===== src/rtl/mbx_pkg.sv =====
package mbx_pkg;
    typedef enum logic [1:0] {
        ST_RUN      = 2'd0,
        ST_HALTED   = 2'd1,
        ST_IN_RESET = 2'd2,
        ST_ASLEEP   = 2'd3
    } cpu_state_e;

    // host window addresses
    localparam int HA_CTRL  = 0;
    localparam int HA_STAT  = 1;
    localparam int HA_RING  = 2;
    localparam int HA_MSGTX = 3;
    localparam int HA_MSGRX = 4;

    // processor window addresses
    localparam int PA_CMD   = 0;
    localparam int PA_STAT  = 1;
    localparam int PA_RING  = 2;
    localparam int PA_MSGRX = 3;
    localparam int PA_MSGTX = 4;
    localparam int PA_IEN   = 5;

    // host control bit positions
    localparam int CB_RST  = 0;
    localparam int CB_HALT = 1;
    localparam int CB_PD   = 2;
    localparam int CB_IEN  = 7;

    localparam logic [7:0] CTRL_MASK  = 8'h87;
    localparam logic [7:0] CTRL_RESET = 8'h01;
endpackage


===== src/rtl/mbx_pend_flag.sv =====
module mbx_pend_flag (
    input  logic clk,
    input  logic rst_n,
    input  logic set_i,
    input  logic clr_i,
    output logic q_o
);
    always_ff @(posedge clk or negedge rst_n) begin
        if (!rst_n)     q_o <= 1'b0;
        else if (set_i) q_o <= 1'b1;
        else if (clr_i) q_o <= 1'b0;
    end
endmodule


===== src/rtl/mbx_cpu_ctl.sv =====
module mbx_cpu_ctl
    import mbx_pkg::*;
(
    input  logic       clk,
    input  logic       rst_n,
    input  logic       rst_req,
    input  logic       halt_req,
    input  logic       pd_req,
    output cpu_state_e state_o,
    output logic       cpu_rst,
    output logic       cpu_halt,
    output logic       cpu_sleep
);
    cpu_state_e state_q, state_d;

    always_comb begin
        state_d = state_q;
        unique case (state_q)
            ST_RUN: begin
                if (rst_req)       state_d = ST_IN_RESET;
                else if (halt_req) state_d = ST_HALTED;
                else if (pd_req)   state_d = ST_ASLEEP;
            end
            ST_IN_RESET: begin
                if (!rst_req) begin
                    if (halt_req)    state_d = ST_HALTED;
                    else if (pd_req) state_d = ST_ASLEEP;
                    else             state_d = ST_RUN;
                end
            end
            ST_HALTED: begin
                if (rst_req)        state_d = ST_IN_RESET;
                else if (!halt_req) state_d = pd_req ? ST_ASLEEP : ST_RUN;
            end
            ST_ASLEEP: begin
                if (rst_req)      state_d = ST_IN_RESET;
                else if (!pd_req) state_d = halt_req ? ST_HALTED : ST_RUN;
            end
            default: state_d = ST_IN_RESET;
        endcase
    end

    always_ff @(posedge clk or negedge rst_n) begin
        if (!rst_n) state_q <= ST_IN_RESET;
        else        state_q <= state_d;
    end

    always_comb begin
        cpu_rst   = 1'b0;
        cpu_halt  = 1'b0;
        cpu_sleep = 1'b0;
        unique case (state_q)
            ST_IN_RESET: cpu_rst   = 1'b1;
            ST_HALTED:   cpu_halt  = 1'b1;
            ST_ASLEEP:   cpu_sleep = 1'b1;
            default:     ;
        endcase
    end

    assign state_o = state_q;
endmodule


===== src/rtl/mbx_host_win.sv =====
module mbx_host_win
    import mbx_pkg::*;
#(
    parameter int DW = 8,
    parameter int AW = 3
) (
    input  logic          clk,
    input  logic          rst_n,
    input  logic          wr,
    input  logic [AW-1:0] addr,
    input  logic [DW-1:0] wdata,
    output logic [DW-1:0] rdata,
    input  cpu_state_e    state,
    input  logic          own_pend,
    input  logic          far_pend,
    input  logic [DW-1:0] msg_in,
    output logic [DW-1:0] msg_out,
    output logic [DW-1:0] ctrl,
    output logic          ring_far,
    output logic          clr_own
);
    always_ff @(posedge clk or negedge rst_n) begin
        if (!rst_n) begin
            ctrl    <= DW'(CTRL_RESET);
            msg_out <= '0;
        end else if (wr) begin
            if (int'(addr) == HA_CTRL)  ctrl    <= wdata & DW'(CTRL_MASK);
            if (int'(addr) == HA_MSGTX) msg_out <= wdata;
        end
    end

    assign ring_far = wr && ((int'(addr) == HA_RING && wdata[0]) || int'(addr) == HA_MSGTX);
    assign clr_own  = wr && int'(addr) == HA_STAT && wdata[0];

    always_comb begin
        rdata = '0;
        case (int'(addr))
            HA_CTRL:  rdata = ctrl;
            HA_STAT: begin
                rdata[0]   = own_pend;
                rdata[1]   = far_pend;
                rdata[5:4] = state;
            end
            HA_MSGTX: rdata = msg_out;
            HA_MSGRX: rdata = msg_in;
            default:  rdata = '0;
        endcase
    end
endmodule


===== src/rtl/mbx_proc_win.sv =====
module mbx_proc_win
    import mbx_pkg::*;
#(
    parameter int DW = 8,
    parameter int AW = 4
) (
    input  logic          clk,
    input  logic          rst_n,
    input  logic          wr,
    input  logic [AW-1:0] addr,
    input  logic [DW-1:0] wdata,
    output logic [DW-1:0] rdata,
    input  cpu_state_e    state,
    input  logic [2:0]    cmd_bits,
    input  logic          own_pend,
    input  logic          far_pend,
    input  logic [DW-1:0] msg_in,
    output logic [DW-1:0] msg_out,
    output logic          irq_en,
    output logic          ring_far,
    output logic          clr_own
);
    always_ff @(posedge clk or negedge rst_n) begin
        if (!rst_n) begin
            msg_out <= '0;
            irq_en  <= 1'b0;
        end else if (wr) begin
            if (int'(addr) == PA_MSGTX) msg_out <= wdata;
            if (int'(addr) == PA_IEN)   irq_en  <= wdata[0];
        end
    end

    assign ring_far = wr && ((int'(addr) == PA_RING && wdata[0]) || int'(addr) == PA_MSGTX);
    assign clr_own  = wr && int'(addr) == PA_STAT && wdata[0];

    always_comb begin
        rdata = '0;
        case (int'(addr))
            PA_CMD: begin
                rdata[2:0] = cmd_bits;
                rdata[5:4] = state;
            end
            PA_STAT: begin
                rdata[0] = own_pend;
                rdata[1] = far_pend;
            end
            PA_MSGRX: rdata = msg_in;
            PA_MSGTX: rdata = msg_out;
            PA_IEN:   rdata[0] = irq_en;
            default:  rdata = '0;
        endcase
    end
endmodule


===== src/rtl/mbx_xcouple.sv =====
module mbx_xcouple
    import mbx_pkg::*;
#(
    parameter int DW   = 8,
    parameter int H_AW = 3,
    parameter int P_AW = 4
) (
    input  logic            clk,
    input  logic            rst_n,
    input  logic            h_wr,
    input  logic [H_AW-1:0] h_addr,
    input  logic [DW-1:0]   h_wdata,
    output logic [DW-1:0]   h_rdata,
    output logic            h_irq,
    input  logic            p_wr,
    input  logic [P_AW-1:0] p_addr,
    input  logic [DW-1:0]   p_wdata,
    output logic [DW-1:0]   p_rdata,
    output logic            p_irq,
    output logic            cpu_rst,
    output logic            cpu_halt,
    output logic            cpu_sleep
);
    localparam int N_DIR = 2;   // index 0: toward host, 1: toward processor

    logic [N_DIR-1:0] pend_set, pend_clr, pend_q;
    logic [DW-1:0]    ctrl, msg_h2p, msg_p2h;
    logic             p_ien;
    cpu_state_e       state;
    logic             host_pend, proc_pend;

    assign host_pend = pend_q[0];
    assign proc_pend = pend_q[1];

    mbx_host_win #(.DW(DW), .AW(H_AW)) u_host (
        .clk(clk), .rst_n(rst_n), .wr(h_wr), .addr(h_addr), .wdata(h_wdata),
        .rdata(h_rdata), .state(state), .own_pend(host_pend), .far_pend(proc_pend),
        .msg_in(msg_p2h), .msg_out(msg_h2p), .ctrl(ctrl),
        .ring_far(pend_set[1]), .clr_own(pend_clr[0])
    );

    mbx_proc_win #(.DW(DW), .AW(P_AW)) u_proc (
        .clk(clk), .rst_n(rst_n), .wr(p_wr), .addr(p_addr), .wdata(p_wdata),
        .rdata(p_rdata), .state(state),
        .cmd_bits({ctrl[CB_PD], ctrl[CB_HALT], ctrl[CB_RST]}),
        .own_pend(proc_pend), .far_pend(host_pend),
        .msg_in(msg_h2p), .msg_out(msg_p2h), .irq_en(p_ien),
        .ring_far(pend_set[0]), .clr_own(pend_clr[1])
    );

    for (genvar g = 0; g < N_DIR; g++) begin : g_pend
        mbx_pend_flag u_flag (
            .clk(clk), .rst_n(rst_n),
            .set_i(pend_set[g]), .clr_i(pend_clr[g]), .q_o(pend_q[g])
        );
    end

    mbx_cpu_ctl u_ctl (
        .clk(clk), .rst_n(rst_n),
        .rst_req(ctrl[CB_RST]), .halt_req(ctrl[CB_HALT]), .pd_req(ctrl[CB_PD]),
        .state_o(state), .cpu_rst(cpu_rst), .cpu_halt(cpu_halt), .cpu_sleep(cpu_sleep)
    );

    assign h_irq = host_pend & ctrl[CB_IEN];
    assign p_irq = proc_pend & p_ien;
endmodule


===== config.mk =====
export PLATFORM = sky130hd
export DESIGN_NAME = mbx_xcouple
export DESIGN_NICKNAME = d
export VERILOG_FILES = /design/src/rtl/mbx_pkg.sv /design/src/rtl/mbx_pend_flag.sv /design/src/rtl/mbx_cpu_ctl.sv /design/src/rtl/mbx_host_win.sv /design/src/rtl/mbx_proc_win.sv /design/src/rtl/mbx_xcouple.sv
export SDC_FILE = /design/constraint.sdc
export NUM_CORES = 1
export LEC_CHECK = 0
export BUFFER_PORTS_ARGS = -buffer_cell sky130_fd_sc_hd__buf_2
export CAP_MARGIN = 25
export CORE_MARGIN = 5
export CORE_UTILIZATION = 50
export CTS_CLUSTER_SIZE = 12
export DETAILED_ROUTE_END_ITERATION = 10
export PLACE_DENSITY = 0.83
export RECOVER_POWER = 100
export SLEW_MARGIN = 15
export SYNTH_ARGS = -nofsm -noshare
export SYNTH_HDL_FRONTEND = slang
export SYNTH_SLANG_ARGS = --single-unit

===== constraint.sdc =====
create_clock -name clk -period 2.1 [get_ports clk]
set_input_delay 0.525 -clock clk [delete_from_list [all_inputs] [get_ports clk]]
set_output_delay 0.525 -clock clk [all_outputs]
set_load 0.02 [all_outputs]

==> flow_metrics.tcl, run 1 <==
set metrics [dict create \
    cts.sink_count 25 \
    critical_path.startpoint_type "register" \
    initial_utilization_pct 52.8 \
    dr.pass1.iters 4 \
    gp_routability_congestion 0.827 \
    seq_area_frac_synth_pct 42.4 \
    placeableCoreArea_um2 2810 \
    post_synth_most_frequent_cells "23 x sky130_fd_sc_hd__dfrtp_1, 21 x sky130_fd_sc_hd__mux2_2, 15 x sky130_fd_sc_hd__nand2_1" \
    ctsLongestPathBuffers 2 \
    worstHoldPathCells 2 \
    final.min_clock_period_ps 2080 \
    timing.rr.start "u_ctl.state_o[1]" \
    timing.reg2reg.setup_slack_ps 1100 \
    nNetsFinal 216 \
    timing.hold.worst_endpoint "u_proc.msg_out[2]" \
    yosys.area.top_type "sky130_fd_sc_hd__dfrtp_1" \
    setup.worst_path.end_class "output pin" \
    grt_start_max_net_pins 26 \
    die_w_um 64.4 \
    hpwl_um 2860 \
    ant_nets 0 \
    worst_ir_drop_vdd_mv 0.544 \
    final-hold-violation-count 0 \
    global_route.usage.total_pct 18.2 \
    arrival_time_worst_endpoint_ps 1560 \
    timing.critical_path.fanout_max 4 \
    grt_setup_unrepaired "true" \
    boundaryPins 48 \
    area_fraction_of_the_dominant_cell_type_after_synthesis_pct 38.9 \
    drt_drc 0 \
    warnings_from_yosys 0 \
    cp_data_required_time_ps 1570 \
    async_reset_ff_share_pct 100 \
    fraction_of_final_layout_cells_with_drive_strength_greater_than_1_pct 49.5 \
    rr_endpoint "u_ctl.state_o[1]" \
    netlist_area_um2 1480 \
    detail_route.wirelength_um 3730 \
    leakagePower_nw 0.894 \
    port-buffer-count 47 \
    timing.hold.worst.start "p_wdata[2]" \
    postSynth.topFlopCell "sky130_fd_sc_hd__dfrtp_1" \
    result_of_the_run "completed" \
    synth-seq-cells 25 \
    first_global_vias 1263 \
    share_of_the_cycle_needed_by_the_critical_path_after_routing_pct 99.3 \
    final_max_slew_viol_count 0 \
    grt_first_pass_wirelength_um 5930 \
    latest_clock_arrival_within_the_worst_skew_pair_ps 330 \
    yosysMostFrequentCell "sky130_fd_sc_hd__dfrtp_1" \
    drt-vias-per-instance 5.86 \
    h-tree-depth 1 \
    synth_cell_type_count 37 \
    synth-edff-count 0 \
    grt-ovfl-total 0 \
    antenna_cells_inserted 0 \
    setup-violations-final 0 \
    top_cells_by_area_in_the_synthesized_netlist "sky130_fd_sc_hd__dfrtp_1 39%, sky130_fd_sc_hd__mux2_2 16%, sky130_fd_sc_hd__mux2i_1 4.1%" \
    tritoncts "yes" \
    synth.net_count 160 \
    fmaxAchievable_mhz 480 \
    tritoncts.num_buffers 3 \
    synthCells 133 \
    worst_clock_skew_ps 14.2 \
    final_core_density_pct 65.9 \
    dieHeight_um 64.4 \
    layout.filler_cells 231 \
    timing.slew.headroom_pct 13.0 \
    total_power_mw 1.36 \
    dr.first_iter.drc_count 77 \
    avgRoutedWirePerCell_um 17.0 \
    power.density_cell_area_nw_per_um2 735 \
    crit_type "register to output pin" \
    max-cap-violations 0 \
    hold_path.class "input pin to register" \
    antenna_found_initial 0 \
    ff2ff_path_depth 3 \
    path_clk_slew_ps 150 \
    worst_slew_pin_slew_ps 1310 \
    hold_fix_buffer_count_after_cts 0 \
    clock-root-buffer "sky130_fd_sc_hd__clkbuf_4" \
    synthToLayoutAreaGrowth_pct 24.7 \
    floorplan.die_area_um2 4150 \
    syn_area_per_cell_um2 11.1 \
    vias 1284 \
    core.rowCount 19 \
]
## sequential cells by signal (all words and copies together) (netlist names)
signal and count:
u_host.ctrl 4, g_pend.u_flag.q_o 2, u_host.msg_out 8, u_proc.irq_en 1, u_ctl.state_o 2, u_proc.msg_out 8
## cell families after synthesis
logic type | Yosys count | synth area share, %
simple gates | 47 | 20.8
mux | 27 | 20.0
compound gates | 25 | 12.8
flops | 25 | 42.4
buf+inv | 9 | 4.05
## per-stage QoR
step / area [µm²] / std cells / TNS [ps] / setup WS (ps) / hold WS (ps)
after detailed placement: 1780 / 213 / 0 / 45.8 / 518
after global placement: 1780 / 213 / 0 / 88.6 / 515
after global routing: 1850 / 219 / -113 / -82.9 / 403
after floorplan: 1480 / 133 / 0 / 61.2 / 229
after CTS: 1820 / 218 / 0 / 21.2 / 168
final: 1850 / 219 / 0 / 15.6 / 414
## cell type report
cell class | instances | area (µm²) | area share, %
clock buffer | 3 | 22.5 | 1.22
clock inverter | 1 | 7.51 | 0.406
multi-input combinational | 99 | 813 | 44.0
sequential | 25 | 628 | 34.0
tap | 31 | 38.8 | 2.10
timing repair buffer | 60 | 338 | 18.3
## power by group
group          internal [mW]  switching [mW]  total, mW
sequential             0.598           0.106      0.704
clock                 0.0728           0.152      0.225
combinational          0.217           0.211      0.428
## worst max-delay path by stage
| stage | from | endpoint | slack (ps) |
|---|---|---|---|
| finish | u_host.ctrl[0] | p_rdata[0] | 20 |
| global route | u_host.ctrl[0] | p_rdata[0] | -80 |
| CTS | u_host.ctrl[0] | p_rdata[0] | 20 |
| detailed placement | p_addr[0] | p_rdata[1] | 50 |
| global placement | p_addr[3] | p_rdata[0] | 90 |
| floorplan | h_addr[2] | h_rdata[4] | 60 |
## metal layers
| metal | routed length, µm | global-route usage, % |
|---|---|---|
| met1 | 1500 | 22.4 |
| met2 | 1870 | 30.5 |
| met3 | 315 | 4.15 |
| met4 | 46 | 8.18 |
| met5 | 0 | 0 |
## critical path: stages, from the launching register on
cell	delay [ps]
sky130_fd_sc_hd__dfstp_2	600
sky130_fd_sc_hd__nor3b_2	160
sky130_fd_sc_hd__a31oi_1	60
sky130_fd_sc_hd__o311ai_1	220
sky130_fd_sc_hd__buf_2	210
## cell usage in the layout (no fill, tap or decap), types with 3 or more instances in the layout
master,n
sky130_fd_sc_hd__a22o_1,5
sky130_fd_sc_hd__a22oi_1,5
sky130_fd_sc_hd__and2_1,3
sky130_fd_sc_hd__buf_2,45
sky130_fd_sc_hd__buf_4,12
sky130_fd_sc_hd__clkbuf_4,4
sky130_fd_sc_hd__dfrtp_1,23
sky130_fd_sc_hd__mux2_2,21
sky130_fd_sc_hd__mux2i_1,6
sky130_fd_sc_hd__nand2_1,15
sky130_fd_sc_hd__nand2b_1,3
sky130_fd_sc_hd__nand3b_1,3
sky130_fd_sc_hd__nor2_1,4
sky130_fd_sc_hd__nor2b_1,6
sky130_fd_sc_hd__o21ai_0,5
## what timing repair did
item | 4_1_cts | 5_1_grt
buffers inserted | 1 | 1
resized for setup | 1 | 4
setup endpoints to repair | 1 | 9
Note: power is estimated with default switching activity, not from simulation.
==> run 2, diff against run 1 <==
- CORE_UTILIZATION: 50 -> 45
- PLACE_DENSITY: 0.83 -> 0.75
- TNS_END_PERCENT: not set -> 10
- clock period: 2.1 -> 1.69 ns (I/O delays scaled with it)
==> run 2 against run 1 <==
- the run now ends with setup timing left
- utilization decreased by 2.9 points
- critical path depth unchanged
- via count increased by 3.7%
- worst hold slack got worse by 94 ps
- worst setup slack got worse by 270 ps
- register-to-register slack got worse by 460 ps
- die area increased by 9.4%
- clock skew decreased by 12 ps
- sequential share of layout area decreased by 1.8 points
- clock power increased by 22%
- count of clock-buffer cells in the layout unchanged
- largest cell class unchanged
==> flow_metrics.tcl, run 2 (synthesis gave the netlist of run 1 again) <==
set metrics [dict create \
    share_of_the_cycle_needed_by_the_critical_path_after_routing_pct 115 \
    power_frac_clock_pct 16.0 \
    worst_clock_skew_ps 2.00 \
    cp_data_required_time_ps 1270 \
    dpl_worst_slack_ps -165 \
    hold_fix_buffer_count_after_cts 0 \
    worst_ir_drop_vdd_mv 0.616 \
    grt_setup_unrepaired "true" \
    cts.sink_count 25 \
    gp_routability_congestion 0.861 \
    tritoncts "yes" \
    critical_path.startpoint_type "register" \
    timing.critical_path.fanout_max 3 \
    crit_slowest_cell "sky130_fd_sc_hd__dfstp_2" \
    result_of_the_run "finished with violations" \
    dr.first_iter.drc_count 78 \
    drt_drc 0 \
    timing.critical_path.slowest_cell_delay_ps 580 \
    finalInstanceArea_um2 1950 \
    clock-root-buffer "sky130_fd_sc_hd__clkbuf_4" \
    path_buf_inv 1 \
    avgRoutedWirePerCell_um 16.0 \
    nNetsFinal 227 \
    detailed_place.area_um2 1890 \
    worstHoldPathCells 2 \
    h-tree-depth 1 \
    power.combinational.fraction_pct 33.0 \
    timing.reg2reg.setup_slack_ps 640 \
    fmaxAchievable_mhz 515 \
    drt-vias-per-instance 5.48 \
    tritoncts.num_buffers 3 \
    violated_checks "setup timing" \
    ctsLongestPathBuffers 2 \
    netSwitchingPower_mw 0.593 \
    leakagePower_nw 0.923 \
    synthToLayoutAreaGrowth_pct 31.9 \
    placeableCoreArea_um2 3100 \
    worst_slew_pin_slew_ps 1310 \
    timing.slew.headroom_pct 12.8 \
    antenna_cells_inserted 0 \
    hold_path.class "input pin to register" \
    stdcell_count 243 \
    arrival_time_worst_endpoint_ps 1520 \
    ant_nets 0 \
    floorplan.die_area_um2 4540 \
    latest_clock_arrival_within_the_worst_skew_pair_ps 320 \
    ff2ff_path_depth 3 \
    power.density_cell_area_nw_per_um2 879 \
    share_seq_of_total_power_pct 51.0 \
    dr.pass1.iters 4 \
    total_power_mw 1.72 \
    highest_count_cells_in_the_layout_ignoring_fill_and_taps "33 x sky130_fd_sc_hd__buf_2, 25 x sky130_fd_sc_hd__buf_4, 22 x sky130_fd_sc_hd__dfrtp_1, 21 x sky130_fd_sc_hd__mux2_2, 14 x sky130_fd_sc_hd__nand2_1" \
    hpwl_um 3040 \
    max-cap-violations 0 \
    final.min_clock_period_ps 1940 \
    timing.rr.start "u_ctl.state_o[1]" \
    setup_ws_ps -252 \
    internal-power_mw 1.13 \
    port-buffer-count 47 \
    dieHeight_um 67.4 \
    setup-violations-final 16 \
    rr_endpoint "u_ctl.state_o[1]" \
    largest_delay_contributor_family_on_the_critical_path "flip-flops" \
    layout.cells.most_common "sky130_fd_sc_hd__buf_2" \
    timing.hold.worst.start "p_wdata[7]" \
    final-hold-violation-count 0 \
    grt-ovfl-total 0 \
    critical_path.cell_chain "nor3b_2, a31oi_1, o311ai_2, buf_4" \
    boundaryPins 48 \
    detail_route.wirelength_um 3880 \
    total_negative_setup_slacks_ps -2060 \
    sw_frac_of_total_pct 34.5 \
    global_route.usage.total_pct 18.1 \
    path_clk_slew_ps 140 \
    crit_type "register to output pin" \
    finalHoldWorstSlack_ps 320 \
    grt_start_max_net_pins 26 \
    placedCellCount 238 \
    initial_utilization_pct 47.7 \
    final_core_density_pct 63.0 \
    setup.worst_path.end_class "output pin" \
    die_w_um 67.4 \
    vias 1331 \
    antenna_found_initial 0 \
    core.rowCount 20 \
    grt_first_pass_wirelength_um 6210 \
    final_max_slew_viol_count 0 \
    fraction_of_final_layout_cells_with_drive_strength_greater_than_1_pct 50.8 \
    timing.hold.worst_endpoint "u_proc.msg_out[7]" \
    first_global_vias 1409 \
    biggestRegsByFlops "u_host.msg_out x8, u_proc.msg_out x8, u_host.ctrl x4" \
]
-- run 2: changes by cell type in the layout (fill, tap and decap cells not counted), sizes merged --
cell	before	now
buf	58	60
clkinvlp	1	0
clkinv	0	1
clkbuf	5	14
-- run 2: worst register-to-register path, delay by kind of cell, from the launching register on --
family,cells,cell delay [ps]
AND/OR/NAND/NOR,2,280
AO/OA/AOI/OAI,1,110
flip-flops,1,620
-- run 2: metal layers --
metal	global-route usage (%)	vias up	wire length (µm)
li1	-	625	-
met1	22.7	658	1630
met5	0	-	0
met3	2.33	7	167
met4	5.57	0	44
met2	32.0	41	2040
-- run 2: power groups by stage --
stage	Combinational (mW)	Sequential [mW]	Clock, mW
6_report	0.567	0.877	0.275
2_1_floorplan	0.364	0.839	0
3_3_place_gp	0.518	0.877	0
4_1_cts	0.567	0.872	0.276
3_5_place_dp	0.534	0.888	0
5_1_grt	0.617	0.896	0.302
-- run 2: area by class of cell --
type	instances	area, µm²
clock buffer	3	22.5
clock inverter	1	5.00
fill	287	1150
multi-input combinational	99	821
sequential	25	629
tap	44	55.1
timing repair buffer	71	422
-- run 2: worst max-delay path by stage --
| stage | endpoint | slack, ps | depth (start not counted) | from |
|---|---|---|---|---|
| floorplan | h_rdata[0] | -110 | 4 | h_addr[2] |
| global placement | p_rdata[1] | -140 | 5 | p_addr[0] |
| detailed placement | p_rdata[1] | -170 | 5 | p_addr[0] |
| CTS | p_rdata[0] | -260 | 4 | u_host.ctrl[0] |
| global route | p_rdata[0] | -330 | 4 | u_host.ctrl[0] |
| finish | p_rdata[0] | -250 | 4 | u_host.ctrl[0] |
-- run 2: timing repair --
action	4_1_cts	5_1_grt
buffers inserted	1	0
resized for setup	15	10
endpoints found under the setup margin	16	17
==> run 3, diff against run 2 <==
- CORE_UTILIZATION: 45 -> 46
- RECOVER_POWER: 100 -> 50
- SYNTH_HIERARCHICAL: not set -> 1
==> run 3 against run 2 <==
- clock power decreased by 7%
- design area rose by 11%
- clock skew decreased by 1.6 ps
- power grew 3.6%
- synthesized area up 6.2%
- the flow still finishes with violations (setup timing)
- via count increased by 3.2%
- non-clock buffer count rose by 1
- wire length up 7.4%
- largest cell class unchanged
==> flow_metrics.tcl, run 3 <==
set metrics [dict create \
    arrival_time_worst_endpoint_ps 1490 \
    initial_utilization_pct 47.5 \
    die_w_um 68.5 \
    worst_clock_skew_ps 0.403 \
    path_clk_slew_ps 130 \
    grt-ovfl-total 0 \
    h-tree-depth 1 \
    dieHeight_um 68.5 \
    violated_checks "setup timing" \
    drt_drc 0 \
    detail_route.wirelength_um 4170 \
    ctsLongestPathBuffers 2 \
    setup.worst_path.end_class "output pin" \
    grt_first_pass_wirelength_um 6870 \
    warnings_from_yosys 6 \
    synthCells 134 \
    tritoncts.num_buffers 3 \
    share_of_the_cycle_needed_by_the_critical_path_after_routing_pct 113 \
    timing.slew.headroom_pct 7.75 \
    clock-root-buffer "sky130_fd_sc_hd__clkbuf_4" \
    placedCellCount 241 \
    dr.pass1.iters 4 \
    finalInstanceArea_um2 2170 \
    detailed_place.area_um2 1990 \
    hold_path.class "input pin to register" \
    placeableCoreArea_um2 3310 \
    core.rowCount 21 \
    synth.net_count 161 \
    fraction_of_final_layout_cells_with_drive_strength_greater_than_1_pct 57.7 \
    total_power_mw 1.78 \
    syn_area_per_cell_um2 11.7 \
    first_global_vias 1459 \
    crit_type "register to output pin" \
    stdcell_count 247 \
    vias 1374 \
    hpwl_um 3170 \
    dpl_worst_slack_ps -249 \
    timing.critical_path.fanout_max 2 \
    antenna_found_initial 0 \
    max-cap-violations 0 \
    avgRoutedWirePerCell_um 16.9 \
    leakagePower_nw 1.03 \
    floorplan.die_area_um2 4690 \
    ant_nets 0 \
    setup-violations-final 14 \
    biggestRegsByFlops "u_host/msg_out x8, u_proc/msg_out x8, u_host/ctrl x4" \
    nNetsFinal 229 \
    netlist_area_um2 1570 \
    setup_ws_ps -226 \
    hold_fix_buffer_count_after_cts 0 \
    drt-vias-per-instance 5.56 \
    layout.filler_cells 288 \
    fmaxAchievable_mhz 522 \
    final_max_slew_viol_count 0 \
    port-buffer-count 47 \
    critical_path.startpoint_type "register" \
    tritoncts "yes" \
    final-hold-violation-count 0 \
    boundaryPins 48 \
    dr.first_iter.drc_count 62 \
    grt_start_max_net_pins 26 \
    synthToLayoutAreaGrowth_pct 37.9 \
    grt_setup_unrepaired "true" \
    cp_data_required_time_ps 1270 \
    worst_slew_pin_slew_ps 1380 \
    global_route.usage.total_pct 19.6 \
    worst_ir_drop_vdd_mv 0.550 \
    result_of_the_run "finished with violations" \
    layout.cells.most_common "sky130_fd_sc_hd__buf_4" \
    antenna_cells_inserted 0 \
    cts.sink_count 25 \
    final.min_clock_period_ps 1920 \
    power.density_cell_area_nw_per_um2 821 \
    gp_routability_congestion 0.844 \
    highest_count_cells_in_the_layout_ignoring_fill_and_taps "32 x sky130_fd_sc_hd__buf_4, 30 x sky130_fd_sc_hd__buf_2, 22 x sky130_fd_sc_hd__dfrtp_1, 21 x sky130_fd_sc_hd__mux2_2, 9 x sky130_fd_sc_hd__nand2_1" \
    latest_clock_arrival_within_the_worst_skew_pair_ps 300 \
]
-- run 3: stage by stage --
stage                     util, %  hold slack (ps)  setup TNS, ps
after global routing         65.5              326          -2160
after detailed placement     60.1              441          -1720
after floorplan                 -              127           -471
final                        65.5              340          -1300
after CTS                    64.4             94.0          -1310
after global placement       60.1              423          -1290
-- run 3: critical path, stage by stage (launching register included) --
cell                      delay, ps
sky130_fd_sc_hd__dfrtp_1        420
sky130_fd_sc_hd__mux2i_2        210
sky130_fd_sc_hd__nor4b_1         90
sky130_fd_sc_hd__or3_1          340
sky130_fd_sc_hd__buf_6          140
-- run 3: repair_timing --
action	in CTS	in global routing
cloned	0	0
buffers inserted	2	0
gates resized for setup	27	11
pin swaps	6	0
endpoints found under the setup margin	15	17
-- run 3: area by class of cell --
type                    count  area (µm²)  area share, %
well taps                  46        57.6           2.65
clock buffers               4        26.3           1.21
repair buffers             72         508           23.4
inverters                   2        7.51          0.346
multi-input cells          98         940           43.3
flip-flops and latches     25         629           29.0
-- run 3: power breakdown --
part | switching (mW) | internal [mW] | total (mW) | leakage (nW)
Clock | 0.165 | 0.0919 | 0.257 | 0.0150
Combinational | 0.298 | 0.340 | 0.637 | 0.718
Sequential | 0.139 | 0.747 | 0.886 | 0.296
-- run 3: routing by layer --
| layer | GRT usage [%] | wire length, µm | vias up |
|---|---|---|---|
| met5 | 0 | 0 | - |
| met4 | 5.21 | 48 | 0 |
| met3 | 3.78 | 271 | 4 |
| met2 | 35.3 | 2110 | 44 |
| met1 | 23.7 | 1740 | 687 |
| li1 | - | - | 639 |
-- run 3: final timing paths --
check | start | endpoint | slack, ps | depth (start not counted)
max | g_pend[1].u_flag/q_o | p_rdata[0] | -230 | 4
min | h_wdata[5] | u_host/msg_out[5] | 340 | 2
max reg2reg | u_ctl/state_o[1] | u_ctl/state_o[1] | 770 | 2
min reg2reg | u_host/ctrl[7] | u_host/ctrl[7] | 540 | 1
max in group asynchronous | rst_n | u_host/ctrl[2] | 390 | 1
min in group asynchronous | rst_n | u_host/msg_out[5] | 410 | 1
